==> config.mk <==
export PLATFORM = sky130hd
export DESIGN_NAME = mrs_seq
export DESIGN_NICKNAME = d
export VERILOG_FILES = /design/src/rtl/mrs_pkg.sv /design/src/rtl/mrs_mr1_pack.sv /design/src/rtl/mrs_shadow.sv /design/src/rtl/mrs_gap_timer.sv /design/src/rtl/mrs_seq.sv
export SDC_FILE = /design/constraint.sdc
export NUM_CORES = 1
export LEC_CHECK = 0
export ABC_AREA = 1
export CAP_MARGIN = 15
export CORE_MARGIN = 8
export CORE_UTILIZATION = 38
export DETAILED_ROUTE_END_ITERATION = 10
export DONT_BUFFER_PORTS = 1
export SYNTH_ARGS = -nofsm -noshare
export SYNTH_HDL_FRONTEND = slang
export SYNTH_SLANG_ARGS = --single-unit
==> constraint.sdc <==
create_clock -name clk -period 3.07 [get_ports clk]
set_clock_uncertainty 0.2 [all_clocks]
set_input_delay 0.1535 -clock clk [delete_from_list [all_inputs] [get_ports clk]]
set_output_delay 0.1535 -clock clk [all_outputs]
set_load 0.02 [all_outputs]
==> src/rtl/mrs_pkg.sv <==
package mrs_pkg;

    localparam int BA_W   = 3;
    localparam int SEL_W  = 2;
    localparam int N_MR   = 4;

    typedef enum logic [SEL_W-1:0] {
        MR_ID0 = 2'd0,
        MR_ID1 = 2'd1,
        MR_ID2 = 2'd2,
        MR_ID3 = 2'd3
    } mr_id_e;

    // register-1 field positions on the address bus
    localparam int B_DLL    = 0;
    localparam int B_DRV_LO = 1;
    localparam int B_TRM_0  = 2;
    localparam int B_AL_LO  = 3;
    localparam int B_AL_HI  = 4;
    localparam int B_DRV_HI = 5;
    localparam int B_TRM_1  = 6;
    localparam int B_WLEV   = 7;
    localparam int B_TRM_2  = 9;
    localparam int B_TDQS   = 11;
    localparam int B_QOFF   = 12;
    localparam int MR1_TOP  = 13;   // highest reserved bit that must be driven low

    localparam int B_DLL_RESET = 8;  // register-0 DLL reset

    typedef struct packed {
        logic       dll_off;
        logic [1:0] drive;
        logic [1:0] addlat;
        logic [2:0] term;
        logic       wlev;
        logic       tdqs_en;
        logic       out_off;
    } mr1_cfg_t;

    typedef enum logic [1:0] {
        ST_IDLE,
        ST_HOLD,
        ST_GAP,
        ST_SETTLE
    } seq_state_e;

    function automatic logic mr1_legal(input mr1_cfg_t c);
        logic ok;
        ok = 1'b1;
        if (c.drive[1])          ok = 1'b0;
        if (c.addlat == 2'b11)   ok = 1'b0;
        if (c.term[2:1] == 2'b11) ok = 1'b0;
        if (c.wlev && !c.out_off && (c.term == 3'b000 || c.term[2])) ok = 1'b0;
        return ok;
    endfunction

endpackage

==> src/rtl/mrs_mr1_pack.sv <==
module mrs_mr1_pack
    import mrs_pkg::*;
#(
    parameter int ADDR_W = 14
) (
    input  mr1_cfg_t          cfg,
    output logic [ADDR_W-1:0] word,
    output logic              legal
);
    always_comb begin
        word           = '0;
        word[B_DLL]    = cfg.dll_off;
        word[B_DRV_LO] = cfg.drive[0];
        word[B_DRV_HI] = cfg.drive[1];
        word[B_AL_LO]  = cfg.addlat[0];
        word[B_AL_HI]  = cfg.addlat[1];
        word[B_TRM_0]  = cfg.term[0];
        word[B_TRM_1]  = cfg.term[1];
        word[B_TRM_2]  = cfg.term[2];
        word[B_WLEV]   = cfg.wlev;
        word[B_TDQS]   = cfg.tdqs_en;
        word[B_QOFF]   = cfg.out_off;
        legal          = mr1_legal(cfg);
    end

    initial begin
        assert (ADDR_W > MR1_TOP) else $error("ADDR_W too narrow for register 1");
    end
endmodule

==> src/rtl/mrs_shadow.sv <==
module mrs_shadow
    import mrs_pkg::*;
#(
    parameter int ADDR_W = 14
) (
    input  logic              clk,
    input  logic              rst,
    input  logic              wr_en,
    input  logic [SEL_W-1:0]  wr_sel,
    input  logic [ADDR_W-1:0] wr_data,
    input  logic [SEL_W-1:0]  rd_sel,
    output logic [ADDR_W-1:0] rd_data,
    output logic [ADDR_W-1:0] mr0_word,
    output logic              mr1_dll_off
);
    logic [ADDR_W-1:0] regs [N_MR];

    for (genvar g = 0; g < N_MR; g++) begin : g_reg
        always_ff @(posedge clk) begin
            if (rst)
                regs[g] <= '0;
            else if (wr_en && wr_sel == SEL_W'(g))
                regs[g] <= wr_data;
        end
    end

    assign rd_data     = regs[rd_sel];
    assign mr0_word    = regs[0];
    assign mr1_dll_off = regs[1][B_DLL];

    // a shadow holds its value unless written
    p_shadow_hold_r12: assert property (@(posedge clk) disable iff (rst)
        !wr_en |=> $stable(regs[1]));
endmodule

==> src/rtl/mrs_gap_timer.sv <==
module mrs_gap_timer #(
    parameter int T_MRD = 4,
    parameter int T_MOD = 12
) (
    input  logic clk,
    input  logic rst,
    input  logic start,
    output logic mrd_last,
    output logic mod_last
);
    localparam int CNT_W = $clog2(T_MOD + 1);

    logic [CNT_W-1:0] cnt;

    always_ff @(posedge clk) begin
        if (rst)
            cnt <= CNT_W'(T_MOD);
        else if (start)
            cnt <= '0;
        else if (cnt != CNT_W'(T_MOD))
            cnt <= cnt + 1'b1;
    end

    assign mrd_last = (cnt == CNT_W'(T_MRD - 1));
    assign mod_last = (cnt == CNT_W'(T_MOD - 1));

    initial begin
        assert (T_MRD >= 1 && T_MOD >= T_MRD) else $error("bad spacing parameters");
    end
endmodule

==> src/rtl/mrs_seq.sv <==
module mrs_seq
    import mrs_pkg::*;
#(
    parameter int ADDR_W = 14,
    parameter int T_MRD  = 4,
    parameter int T_MOD  = 12
) (
    input  logic              clk,
    input  logic              rst,
    input  logic              req_valid,
    input  logic [1:0]        req_sel,
    input  logic [ADDR_W-1:0] req_addr,
    input  logic              req_dll_off,
    input  logic [1:0]        req_drive,
    input  logic [1:0]        req_addlat,
    input  logic [2:0]        req_term,
    input  logic              req_wlev,
    input  logic              req_tdqs,
    input  logic              req_out_off,
    input  logic              banks_idle,
    input  logic              burst_active,
    output logic              cmd_mrs,
    output logic [2:0]        cmd_ba,
    output logic [ADDR_W-1:0] cmd_addr,
    output logic              busy,
    output logic              err,
    input  logic [1:0]        shadow_sel,
    output logic [ADDR_W-1:0] shadow_word
);
    localparam int GAP_W = $clog2(T_MOD + 1);

    seq_state_e        state;
    mr1_cfg_t          cfg;
    logic [ADDR_W-1:0] mr1_word;
    logic              mr1_ok;
    logic [SEL_W-1:0]  pend_sel;
    logic [ADDR_W-1:0] pend_word;
    logic              pend_follow;
    logic [ADDR_W-1:0] mr0_shadow;
    logic              shadow_dll_off;
    logic              mrd_last, mod_last;
    logic              bus_free, issue_main, issue_follow, issue;
    logic [SEL_W-1:0]  issue_sel;
    logic [ADDR_W-1:0] issue_word;

    assign cfg = '{dll_off: req_dll_off, drive: req_drive, addlat: req_addlat,
                   term: req_term, wlev: req_wlev, tdqs_en: req_tdqs,
                   out_off: req_out_off};

    mrs_mr1_pack #(.ADDR_W(ADDR_W)) u_pack (
        .cfg   (cfg),
        .word  (mr1_word),
        .legal (mr1_ok)
    );

    assign bus_free     = banks_idle && !burst_active;
    assign issue_main   = (state == ST_HOLD) && bus_free;
    assign issue_follow = (state == ST_GAP) && mrd_last;
    assign issue        = issue_main || issue_follow;

    always_comb begin
        if (issue_follow) begin
            issue_sel  = SEL_W'(MR_ID0);
            issue_word = mr0_shadow;
            issue_word[B_DLL_RESET] = 1'b1;
        end else begin
            issue_sel  = pend_sel;
            issue_word = pend_word;
        end
    end

    mrs_shadow #(.ADDR_W(ADDR_W)) u_shadow (
        .clk         (clk),
        .rst         (rst),
        .wr_en       (issue),
        .wr_sel      (issue_sel),
        .wr_data     (issue_word),
        .rd_sel      (shadow_sel),
        .rd_data     (shadow_word),
        .mr0_word    (mr0_shadow),
        .mr1_dll_off (shadow_dll_off)
    );

    mrs_gap_timer #(.T_MRD(T_MRD), .T_MOD(T_MOD)) u_timer (
        .clk      (clk),
        .rst      (rst),
        .start    (issue),
        .mrd_last (mrd_last),
        .mod_last (mod_last)
    );

    always_ff @(posedge clk) begin
        if (rst) begin
            state       <= ST_IDLE;
            pend_sel    <= '0;
            pend_word   <= '0;
            pend_follow <= 1'b0;
            busy        <= 1'b0;
            err         <= 1'b0;
            cmd_mrs     <= 1'b0;
            cmd_ba      <= '0;
            cmd_addr    <= '0;
        end else begin
            err     <= 1'b0;
            cmd_mrs <= 1'b0;
            if (issue) begin
                cmd_mrs  <= 1'b1;
                cmd_ba   <= {1'b0, issue_sel};
                cmd_addr <= issue_word;
            end
            unique case (state)
                ST_IDLE: begin
                    if (req_valid) begin
                        if (req_sel == SEL_W'(MR_ID1) && !mr1_ok) begin
                            err <= 1'b1;
                        end else begin
                            pend_sel    <= req_sel;
                            pend_word   <= (req_sel == SEL_W'(MR_ID1)) ? mr1_word : req_addr;
                            pend_follow <= (req_sel == SEL_W'(MR_ID1)) && shadow_dll_off
                                           && !req_dll_off;
                            busy        <= 1'b1;
                            state       <= ST_HOLD;
                        end
                    end
                end
                ST_HOLD: begin
                    if (bus_free)
                        state <= pend_follow ? ST_GAP : ST_SETTLE;
                end
                ST_GAP: begin
                    if (mrd_last) begin
                        pend_follow <= 1'b0;
                        state       <= ST_SETTLE;
                    end
                end
                ST_SETTLE: begin
                    if (mod_last) begin
                        busy  <= 1'b0;
                        state <= ST_IDLE;
                    end
                end
                default: state <= ST_IDLE;
            endcase
        end
    end

    // cycles since the last command, kept only for the spacing checks
    logic [GAP_W-1:0] since_cmd;
    always_ff @(posedge clk) begin
        if (rst)
            since_cmd <= GAP_W'(T_MOD);
        else if (cmd_mrs)
            since_cmd <= GAP_W'(1);
        else if (since_cmd != GAP_W'(T_MOD))
            since_cmd <= since_cmd + 1'b1;
    end

    // reserved register-1 bits stay low on the bus
    p_mr1_reserved_r3: assert property (@(posedge clk) disable iff (rst)
        (cmd_mrs && cmd_ba == 3'b001) |->
            (!cmd_addr[MR1_TOP] && !cmd_addr[10] && !cmd_addr[8] && !cmd_ba[2]));

    // a reject drives nothing and leaves busy low
    p_reject_quiet_r8: assert property (@(posedge clk) disable iff (rst)
        err |-> (!cmd_mrs && !busy));

    // no command while banks are busy or a burst runs
    p_wait_bus_r9: assert property (@(posedge clk) disable iff (rst)
        (state == ST_HOLD && !bus_free) |=> !cmd_mrs);

    // minimum spacing between commands
    p_mrd_gap_r10: assert property (@(posedge clk) disable iff (rst)
        cmd_mrs |-> (since_cmd >= GAP_W'(T_MRD)));

    // busy is released exactly T_MOD cycles after the last command
    p_mod_release_r10: assert property (@(posedge clk) disable iff (rst)
        $fell(busy) |-> (since_cmd == GAP_W'(T_MOD)));
endmodule

==> impl_metrics.csv <==
group,metric,value,unit
clocking,clk_latency,0.34,ns
finish,drive_gt1_share,9.32,%
finish,fin_nets,562,
power,clkPwrFrac,32.2,%
critical_path,worst_r2r_endpoint,"u_shadow.regs[0][5]",
yosys,yosys.area.top_type_share,37.3,%
power,p_sw_share,29.7,%
floorplan,die_h,125,um
worst_hold_path,min_delay_path_depth,4,
critical_path,rr_startpoint,"state[0]",
floorplan,die_w,125,um
placement,dp_cells,626,
sta,worst_pin_slew,0.695,ns
power,combPwrFrac,19.7,%
yosys,yosysWarnings,0,
power,vdd_drop_max,0.336,mV
critical_path,slowest_delay,0.46,ns
clocking,numCtsBuffers,9,
yosys,synth_edf_count,56,
yosys,postSynthCellCount,500,
clocking,htree_levels,3,
clocking,cts-root-buf,"clkbuf_16",
route,via_per_inst,5.21,
floorplan,start_util,38.2,%
critical_path,rr_worst_depth,6,
global_route,grt_overflow_total,0,
placement,gp_congestion,0.841,
placement,hpwl,7830,um
yosys,yosys-top-cells-area,"edfxtp_1 37%, dfxtp_1 19%, nor2_1 7.8%",
route,drc_errors,0,
finish,stdcell_count,673,
power,seqPwrFrac,48.0,%
yosys,ys_types,30,
worst_hold_path,min_from,"req_term[2]",
floorplan,row_count,40,
power,switching_power,992,uW
sta,max_freq,0.408,GHz
clocking,clkSlewWorstSetupHoldPaths,0.06,ns
route,ant_nets,0,
floorplan,core_area,11800,um^2
critical_path,crit_chain,"inv_2, ha_2, nand3_2, nand2_1, nand3_1, nand2_1",
worst_hold_path,hold_class,"in2reg",
worst_hold_path,hold_end,"pend_word[9]",
route,drt_iter0_drc,307,
global_route,grt_pass1_vias,3398,
sta,finalMaxSlewViolations,0,
global_route,grt_pass1_wl,18200,um
power,power.density,646,nW/um^2
sta,fin_setup_tns,0,ns
finish,final_common_cell,"nor2_1",
critical_path,path_class,"reg2reg",
critical_path,worstSetupStartpoint,"state[0]",
finish,nFillCells,1144,
route,dr.pass1.iters,4,
critical_path,worst_path_most_repeated_cell,"nand2_1",
global_route,grt_usage,14.7,%
finish,areaGrowthSynthToFinish,14.5,%
finish,antennaDiodeCount,0,
yosys,ys_seq_area_share,55.9,%
outcome,status,"complete, no violations",
critical_path,slowest_stage,"nand2_1",
floorplan,io-pin-count,68,
power,internal_power,2.35,mW
finish,final_cell_mix,"94 x nor2_1, 74 x nand2_1, 56 x o21ai_0, 56 x edfxtp_1, 41 x dfxtp_1",
yosys,synth_top_cell_by_area,"edfxtp_1",
global_route,antenna_found_initial,0,
sta,min_period,2.45,ns
sta,fin_crit_sh,79.9,%
critical_path,worstPathArrival,2.23,ns
route,vias,3503,
critical_path,required,2.84,ns
sta,setup_viol,0,
sta,hold_viol_final,0,
yosys,synth.avg_cell_area,9.03,um^2
job,maxCapViolations,0,
clocking,clock_path_buffers,2,
yosys,syn-cell-area,4510,um^2
clocking,cts_tree,"yes",
yosys,syn_nets,541,
critical_path,rrSetupSlack,0.62,ns
placement,port_buffers,0,
floorplan,die_area,15600,um^2
finish,multi_input_area,1690,um^2
power,p_leak,1.98,nW
sta,maxSlewHeadroom,53.4,%
route,wire_per_inst,17.0,um
yosys,synth_flop_cell,"edfxtp_1",
clocking,post_cts_buffers,0,
global_route,grt_max_degree,30,
clocking,cts.sinks,98,
critical_path,startpoint_type,"register",
finish,seq_area,2520,um^2
sta,rsz0062_at_grt,"false",
yosys,ys_async_sr_fraction,0,%
route,drt-total-wl,11400,um
critical_path,crit_fanout,16,
yosys,synth_seq_cells,98,
critical_path,worstSetupEndpointType,"register",
power by group through the flow:
stage	Clock, mW	Sequential [mW]	Combinational (mW)
3_3_place_gp	0	1.63	0.597
3_5_place_dp	0	1.63	0.612
5_1_grt	1.15	1.62	0.741
4_1_cts	1.09	1.60	0.655
6_report	1.08	1.60	0.659
2_1_floorplan	0	1.61	0.484
registers in the layout, summed over array words and instances (netlist names), 2 cells and up:
register	count
cmd_addr	14
cmd_ba	2
pend_sel	2
pend_word	14
state	2
u_shadow.regs	56
u_timer.cnt	4
synthesized netlist by cell type, types with 2 or more instances:
master / instances
buf_6: 6
o22ai_1: 14
nand3_1: 24
or2_2: 2
buf_4: 3
nand2_4: 2
nor3_1: 3
mux2i_4: 2
o21ai_1: 7
a21oi_1: 25
nor2_2: 3
clkbuf_1: 8
inv_2: 2
buf_2: 9
nor2_1: 94
o21ai_0: 59
dfxtp_1: 42
inv_1: 36
nand2_2: 2
o21ai_2: 10
ha_1: 7
edfxtp_1: 56
nand2_1: 74
nand3_2: 4
cell families after synthesis:
kind of cell	synth area share (%)
simple gates	19.9
compound gates	14.3
flops	55.9
buf+inv	6.90
fa+ha+maj	1.94
mux	0.998
other cells	0.0831
worst max-delay path: cells and delay by family (launching register included):
| family | cells | cell delay [ns] |
|---|---|---|
| buffers and inverters | 1 | 0.10 |
| flip-flops | 1 | 0.33 |
| adder cells (fa/ha/maj) | 1 | 0.23 |
| AND/OR/NAND/NOR | 4 | 1.22 |
layer usage:
metal | GRT usage, % | wire length (um) | up-vias
li1 | - | - | 1721
met1 | 20.1 | 5470 | 1638
met2 | 22.1 | 5020 | 132
met3 | 3.48 | 797 | 12
met4 | 4.94 | 146 | 0
met5 | 0 | 0 | -
worst max path at each step:
stage | end | depth (start not counted)
3_5_place_dp | u_shadow.regs[0][6] | 6
2_1_floorplan | u_shadow.regs[1][0] | 8
5_1_grt | u_shadow.regs[0][0] | 6
6_report | u_shadow.regs[0][5] | 6
3_3_place_gp | u_shadow.regs[0][2] | 6
4_1_cts | pend_follow | 8
per-stage QoR:
| step | total power [mW] | utilization [%] | setup slack [ns] | area [um^2] | hold slack (ns) |
|---|---|---|---|---|---|
| CTS | 3.35 | 43.8 | 0.0342 | 5170 | 0.0144 |
| global route | 3.51 | 43.7 | 0.432 | 5170 | 0.0705 |
| detailed placement | 2.24 | 38.7 | 0.510 | 4570 | 0.0268 |
| global placement | 2.22 | 38.7 | 0.573 | 4570 | 0.0250 |
| floorplan | 2.09 | - | 0.280 | 4510 | 0.118 |
| finish | 3.34 | 43.7 | 0.618 | 5170 | 0.0293 |
repair_timing:
action                     4_1_cts  5_1_grt
setup endpoints to repair        0        1
hold buffers                    32        0
resized for setup                0        4
hold endpoints to repair        20        0
layout make-up:
type | instances | share of cell area, %
Clock buffer | 12 | 4.58
Clock inverter | 4 | 0.823
Inverter | 39 | 2.83
Multi-Input combinational cell | 337 | 32.6
Sequential cell | 98 | 48.8
Tap cell | 147 | 3.56
Timing Repair Buffer | 36 | 6.73
Power figures use the tool's default switching activity.
